==> src/rtl/sinv_pkg.sv <==
package sinv_pkg;

    parameter int unsigned NODE_ID_W = 3;

    typedef enum logic [1:0] {
        ST_INV = 2'd0,
        ST_RO  = 2'd1,
        ST_RW  = 2'd2
    } line_st_e;

    typedef enum logic [1:0] {
        MSG_INV = 2'd0,
        MSG_SEL = 2'd1,
        MSG_ACK = 2'd2
    } msg_kind_e;

    typedef struct packed {
        line_st_e               state;
        logic [NODE_ID_W-1:0]   next;
        logic                   pend;
    } line_rec_t;

    typedef struct packed {
        msg_kind_e              kind;
        logic [NODE_ID_W-1:0]   dest;
        logic [NODE_ID_W-1:0]   owner;
    } msg_t;

    localparam line_rec_t LINE_RESET = '{state: ST_INV, next: '0, pend: 1'b0};

    function automatic line_st_e decode_fill(input logic [1:0] code);
        case (code)
            2'd1:    return ST_RO;
            2'd2:    return ST_RW;
            default: return ST_INV;
        endcase
    endfunction

    function automatic logic is_tail(input logic [NODE_ID_W-1:0] nxt);
        return (nxt == '0);
    endfunction

endpackage

==> src/rtl/sinv_line_store.sv <==
module sinv_line_store
    import sinv_pkg::*;
#(
    parameter int unsigned LINES = 4,
    localparam int unsigned IDX_W = (LINES > 1) ? $clog2(LINES) : 1
) (
    input  logic                  clk,
    input  logic                  rst,
    input  logic                  fill_valid,
    input  logic [IDX_W-1:0]      fill_idx,
    input  line_st_e              fill_state,
    input  logic [NODE_ID_W-1:0]  fill_next,
    input  logic                  req_valid,
    input  logic [IDX_W-1:0]      req_idx,
    input  logic                  upd_valid,
    input  logic [IDX_W-1:0]      upd_idx,
    input  line_st_e              upd_state,
    input  logic                  upd_pend,
    input  logic [IDX_W-1:0]      rd_a_idx,
    output line_rec_t             rd_a_rec,
    input  logic [IDX_W-1:0]      rd_b_idx,
    output line_rec_t             rd_b_rec
);

    line_rec_t recs [LINES];

    for (genvar i = 0; i < LINES; i++) begin : g_line
        logic hit_upd, hit_fill, hit_req;
        line_rec_t r;

        assign hit_upd  = upd_valid  && (upd_idx  == IDX_W'(i));
        assign hit_fill = fill_valid && (fill_idx == IDX_W'(i));
        assign hit_req  = req_valid  && (req_idx  == IDX_W'(i));

        always_ff @(posedge clk) begin
            if (rst) begin
                r <= LINE_RESET;
            end else if (hit_upd) begin
                r.state <= upd_state;
                r.next  <= '0;
                r.pend  <= upd_pend;
            end else if (hit_fill) begin
                r.state <= fill_state;
                r.next  <= (fill_state == ST_INV) ? '0 : fill_next;
                r.pend  <= 1'b0;
            end else if (hit_req && r.state == ST_RO) begin
                r.pend  <= 1'b1;
            end
        end

        assign recs[i] = r;
    end

    assign rd_a_rec = recs[rd_a_idx];
    assign rd_b_rec = recs[rd_b_idx];

endmodule

==> src/rtl/sinv_decide.sv <==
module sinv_decide
    import sinv_pkg::*;
(
    input  line_rec_t             rec,
    input  logic [1:0]            in_kind,
    input  logic [NODE_ID_W-1:0]  in_owner,
    input  logic                  req_same,
    input  logic [NODE_ID_W-1:0]  my_id,
    input  logic [NODE_ID_W-1:0]  home_id,
    output line_st_e              upd_state,
    output logic                  upd_pend,
    output msg_t                  out_msg
);

    logic      is_sel;
    logic      pend_eff;
    logic      claim;
    msg_kind_e fwd_kind;

    always_comb begin
        is_sel   = (in_kind == 2'd1);
        pend_eff = rec.pend || (req_same && rec.state == ST_RO);
        claim    = is_sel && (in_owner == '0) && pend_eff && (rec.state == ST_RO);
        fwd_kind = is_sel ? MSG_SEL : MSG_INV;

        upd_state = claim ? ST_RW : ST_INV;
        upd_pend  = claim ? 1'b0 : pend_eff;

        out_msg.owner = claim ? my_id : in_owner;
        if (is_tail(rec.next)) begin
            out_msg.kind = MSG_ACK;
            out_msg.dest = home_id;
        end else begin
            out_msg.kind = fwd_kind;
            out_msg.dest = rec.next;
        end
    end

endmodule

==> src/rtl/sinv_out_reg.sv <==
module sinv_out_reg
    import sinv_pkg::*;
#(
    parameter int unsigned IDX_W = 2
) (
    input  logic              clk,
    input  logic              rst,
    input  logic              in_valid,
    input  msg_t              in_msg,
    input  logic [IDX_W-1:0]  in_idx,
    output logic              out_valid,
    output msg_t              out_msg,
    output logic [IDX_W-1:0]  out_idx
);

    always_ff @(posedge clk) begin
        if (rst) begin
            out_valid <= 1'b0;
            out_msg   <= '{kind: MSG_INV, dest: '0, owner: '0};
            out_idx   <= '0;
        end else begin
            out_valid <= in_valid;
            if (in_valid) begin
                out_msg <= in_msg;
                out_idx <= in_idx;
            end
        end
    end

endmodule

==> src/rtl/sinv_node.sv <==
module sinv_node
    import sinv_pkg::*;
#(
    parameter int unsigned LINES = 4,
    parameter int unsigned ID_W  = NODE_ID_W,
    localparam int unsigned IDX_W = (LINES > 1) ? $clog2(LINES) : 1
) (
    input  logic              clk,
    input  logic              rst,
    input  logic [ID_W-1:0]   my_id,
    input  logic [ID_W-1:0]   home_id,
    input  logic              fill_valid,
    input  logic [IDX_W-1:0]  fill_idx,
    input  logic [1:0]        fill_state,
    input  logic [ID_W-1:0]   fill_next,
    input  logic              req_valid,
    input  logic [IDX_W-1:0]  req_idx,
    input  logic              in_valid,
    input  logic [1:0]        in_kind,
    input  logic [IDX_W-1:0]  in_idx,
    input  logic [ID_W-1:0]   in_owner,
    output logic              out_valid,
    output logic [1:0]        out_kind,
    output logic [ID_W-1:0]   out_dest,
    output logic [IDX_W-1:0]  out_idx,
    output logic [ID_W-1:0]   out_owner,
    input  logic [IDX_W-1:0]  q_idx,
    output logic [1:0]        q_state,
    output logic              q_pend,
    output logic [ID_W-1:0]   q_next
);

    line_rec_t cur_rec, obs_rec;
    line_st_e  upd_state;
    logic      upd_pend;
    logic      req_same;
    msg_t      nxt_msg, reg_msg;

    assign req_same = req_valid && (req_idx == in_idx);

    sinv_line_store #(.LINES(LINES)) u_store (
        .clk        (clk),
        .rst        (rst),
        .fill_valid (fill_valid),
        .fill_idx   (fill_idx),
        .fill_state (decode_fill(fill_state)),
        .fill_next  (fill_next),
        .req_valid  (req_valid),
        .req_idx    (req_idx),
        .upd_valid  (in_valid),
        .upd_idx    (in_idx),
        .upd_state  (upd_state),
        .upd_pend   (upd_pend),
        .rd_a_idx   (in_idx),
        .rd_a_rec   (cur_rec),
        .rd_b_idx   (q_idx),
        .rd_b_rec   (obs_rec)
    );

    sinv_decide u_decide (
        .rec       (cur_rec),
        .in_kind   (in_kind),
        .in_owner  (in_owner),
        .req_same  (req_same),
        .my_id     (my_id),
        .home_id   (home_id),
        .upd_state (upd_state),
        .upd_pend  (upd_pend),
        .out_msg   (nxt_msg)
    );

    sinv_out_reg #(.IDX_W(IDX_W)) u_out (
        .clk       (clk),
        .rst       (rst),
        .in_valid  (in_valid),
        .in_msg    (nxt_msg),
        .in_idx    (in_idx),
        .out_valid (out_valid),
        .out_msg   (reg_msg),
        .out_idx   (out_idx)
    );

    assign out_kind  = reg_msg.kind;
    assign out_dest  = reg_msg.dest;
    assign out_owner = reg_msg.owner;

    assign q_state = obs_rec.state;
    assign q_pend  = obs_rec.pend;
    assign q_next  = obs_rec.next;

endmodule

==> config.mk <==
export PLATFORM = sky130hd
export DESIGN_NAME = sinv_node
export DESIGN_NICKNAME = d
export VERILOG_FILES = /design/src/rtl/sinv_pkg.sv /design/src/rtl/sinv_line_store.sv /design/src/rtl/sinv_decide.sv /design/src/rtl/sinv_out_reg.sv /design/src/rtl/sinv_node.sv
export SDC_FILE = /design/constraint.sdc
export NUM_CORES = 1
export LEC_CHECK = 0
export BUFFER_PORTS_ARGS = -buffer_cell sky130_fd_sc_hd__buf_2
export CORE_ASPECT_RATIO = 0.5
export CORE_MARGIN = 2
export CORE_UTILIZATION = 45
export CTS_BUF_LIST = sky130_fd_sc_hd__clkbuf_8
export CTS_CLUSTER_SIZE = 24
export DETAILED_ROUTE_END_ITERATION = 10
export PLACE_DENSITY = 0.79
export SYNTH_ARGS = -nofsm -noshare
export SYNTH_HDL_FRONTEND = slang
export SYNTH_HIERARCHICAL = 1
export SYNTH_SLANG_ARGS = --single-unit
==> constraint.sdc <==
create_clock -name clk -period 2.5 [get_ports clk]
set_clock_uncertainty 0.15 [all_clocks]
set_input_delay 0.25 -clock clk [delete_from_list [all_inputs] [get_ports clk]]
set_output_delay 0.25 -clock clk [all_outputs]
set_load 0.005 [all_outputs]
==> summary.txt <==
Run status
  • Status: finished, final reports clean

Routing
  • DRC: 0
  • Vias: 1660
  • Post-DR wirelength/cell: 17.05 um
  • DR pass1 iterations: 4
  • Routed Antenna Nets: 0
  • Routed wire length: 4841 um
  • DR iter-0 viols: 254
  • Post-DR vias/cell: 5.845

Timing
  • Setup TNS: 0 ps
  • RSZ-0062 raised after global routing: false
  • Minimum clock period: 2103 ps
  • # setup viols final: 0
  • Slew margin rel.: 57.81%
  • Hold Slack: 164.9 ps
  • Worst Tran Pin Value: 632.8 ps
  • Hold Violations, Final: 0
  • Period utilization: 84.12%
  • Slew Limit Fails: 0
  • Peak Freq: 0.4755 GHz

Synthesis
  • Syn Area/Cell: 10.35 sq um
  • Post-synth net total: 216
  • Yosys cell types: 37
  • Seq/Total Area, Yosys: 36.20%
  • Number of synthesis warnings: 6
  • Seq cells post-synth: 35
  • Post-Syn Area: 1936 sq um
  • Synthesized instance count: 187

Cells and area
  • Area Growth Syn to Fin: 17.71%
  • Multi-input logic area: 1159 sq um
  • Layout net count: 258
  • Post-route insts no fill: 284
  • Antenna fix cells: 0
  • Layout cells sized above 1: 32.17%
  • Layout fillers: 355
  • Final Instance Area: 2278 sq um
  • Sequential cell area: 700.7 sq um

Clock tree
  • Clock slew at reported path FFs: 70 ps
  • Clock Tree Root: clkbuf_8
  • Clock Latency Late Sink: 280 ps
  • Clock Tree Buf Depth: 2
  • Hold buffer count at cts: 0
  • Post-CTS Setup Repair Bufs: 0
  • TritonCTS Buffers: 5
  • Gates resized, CTS repair: 0
  • CTS sink count: 35
  • H-tree Lvls: 2
  • CTS tree: yes

Setup path
  • Reg2reg setup slack: 400 ps
  • Worst-path fanout max: 4
  • Critical Path RT: 2540 ps
  • Worst setup EP type: register
  • CP cell instances: mux4_2 -> nand4bb_1 -> nor3_2 -> and3_1 -> nor2_1 -> a211oi_1
  • Crit-path slowest cell: mux4_2
  • CP bufs+invs: 0
  • Crit path kind: register to register
  • Crit path launch type: register
  • Crit-path leading delay family: simple AND/OR/NAND/NOR gates
  • Critical Path AT: 2140 ps
  • Critical path's largest stage delay: 500 ps

Floorplanning
  • Die Width: 96.75 um
  • Die Area: 4874 sq um
  • Core Footprint: 4004 sq um
  • Die height: 50.38 um
  • Initial Utilization: 48.34%
  • Row Count: 16
  • I/O pins: 46

Global routing
  • Total gr overflow: 0
  • Global-route usage over all layers: 21.18%
  • Vias in the first global route: 1553
  • Largest net degree at the start of global routing: 37
  • Initial antenna violation count: 0
  • First-pass GRT wire length: 8107 um

Placed design
  • Port bufs: 45
  • DP HPWL: 3619 um
  • Routability Congestion: 0.8828
  • Post-DP Area: 2178 sq um
  • Placed instance count: 276

Pwr
  • PD cells: 537.8 nW/um^2
  • VDD IR max: 0.0002020 V
  • Static leakage: 1.063 nW
  • Total power draw: 1.225 mW

Worst hold path
  • Hold Path Class: primary input to register

Flow run
  • Number of max-cap violations: 0
## worst paths after layout
path                                  to                    from  cells after the start
setup / recovery  u_store/g_line[0].r[5]  u_store/g_line[3].r[5]                      6
hold / removal          u_out/out_msg[5]              home_id[2]                      4
setup reg to reg  u_store/g_line[0].r[5]  u_store/g_line[3].r[5]                      6
hold reg to reg         u_out/out_msg[5]        u_out/out_msg[5]                      2
## flip-flops by register name, summed over array words and instances (netlist names)
name              flops
u_store/g_line.r     24
u_out/out_idx         2
u_out/out_msg         8
u_out/out_valid       1
## layout make-up
type | count | share of cell area [%]
clock buffers | 7 | 4.228
clock inverters | 1 | 0.1647
inverters | 5 | 0.8237
multi-input cells | 136 | 50.85
flip-flops and latches | 35 | 30.75
well taps | 54 | 2.965
repair buffers | 46 | 10.21
## layer usage
layer,GRT usage [%],vias up,part of all wire [%]
met5,0,-,0
met4,3.756,0,0
met3,6.685,0,9.0
met2,31.48,89,44
met1,30.68,780,47
li1,-,791,-
## placed cells by master, fill, tap and decap left out, types with 6 or more instances in the layout
cell | netlist | layout
nor3_1 | 14 | 14
nor2_1 | 23 | 23
clkbuf_8 | 0 | 7
mux4_2 | 12 | 12
mux2i_1 | 30 | 30
a211oi_1 | 8 | 8
buf_2 | 1 | 45
inv_1 | 5 | 6
dfxtp_1 | 35 | 35
## stage by stage
step                      util [%]  setup WS, ps
final                        56.91         397.0
after detailed placement     54.41         324.2
after global placement       54.41         393.1
after floorplan                  -         271.4
after global routing         56.91         244.9
after CTS                    56.91         407.9
## synthesized netlist by cell type (all sizes together)
master,number,area share (%)
dfxtp,35,36
mux2i,30,16
nor2,23,4.5
nor3,15,4.1
mux4,12,14
a211oi,8,3.1
clkbuf,7,1.4
inv,5,0.97
a31o,4,1.8
buf,4,1.6
nand2,4,0.78
nand3b,4,1.9
nor2b,4,1.3
a21o,3,1.2
and3,3,0.97
nor3b,3,1.7
o21a,3,1.2
o32ai,3,1.4
a41oi,2,0.91
nand3,2,0.52
xnor2,2,0.91
a21boi,1,0.39
a21oi,1,0.26
a31oi,1,0.32
and3b,1,0.45
and4b,1,0.52
conb,1,0.19
nand2b,1,0.32
nand4bb,1,0.58
o22ai,1,0.32
or3,1,0.32
or3b,1,0.45
## cells by family (layout without fill, tap and decap cells)
group	Yosys count	after routing	synth area share, %
compound gates	27	27	10.80
xor+xnor	2	2	0.9051
buf+inv	16	59	3.943
flops	35	35	36.20
mux	42	42	29.48
other cells	1	1	0.1937
simple gates	64	64	18.49
## power by group
group | internal (mW) | switching, mW | total (mW)
sequential | 0.580 | 0.0180 | 0.598
clock | 0.247 | 0.189 | 0.437
combinational | 0.0903 | 0.100 | 0.191
total | 0.917 | 0.308 | 1.23
## tightest hold or removal path: stages
cell and delay [ps]:
buf_2 80, a21o_1 100, mux2i_1 60, nor2_1 70
Power figures use the tool's default switching activity.
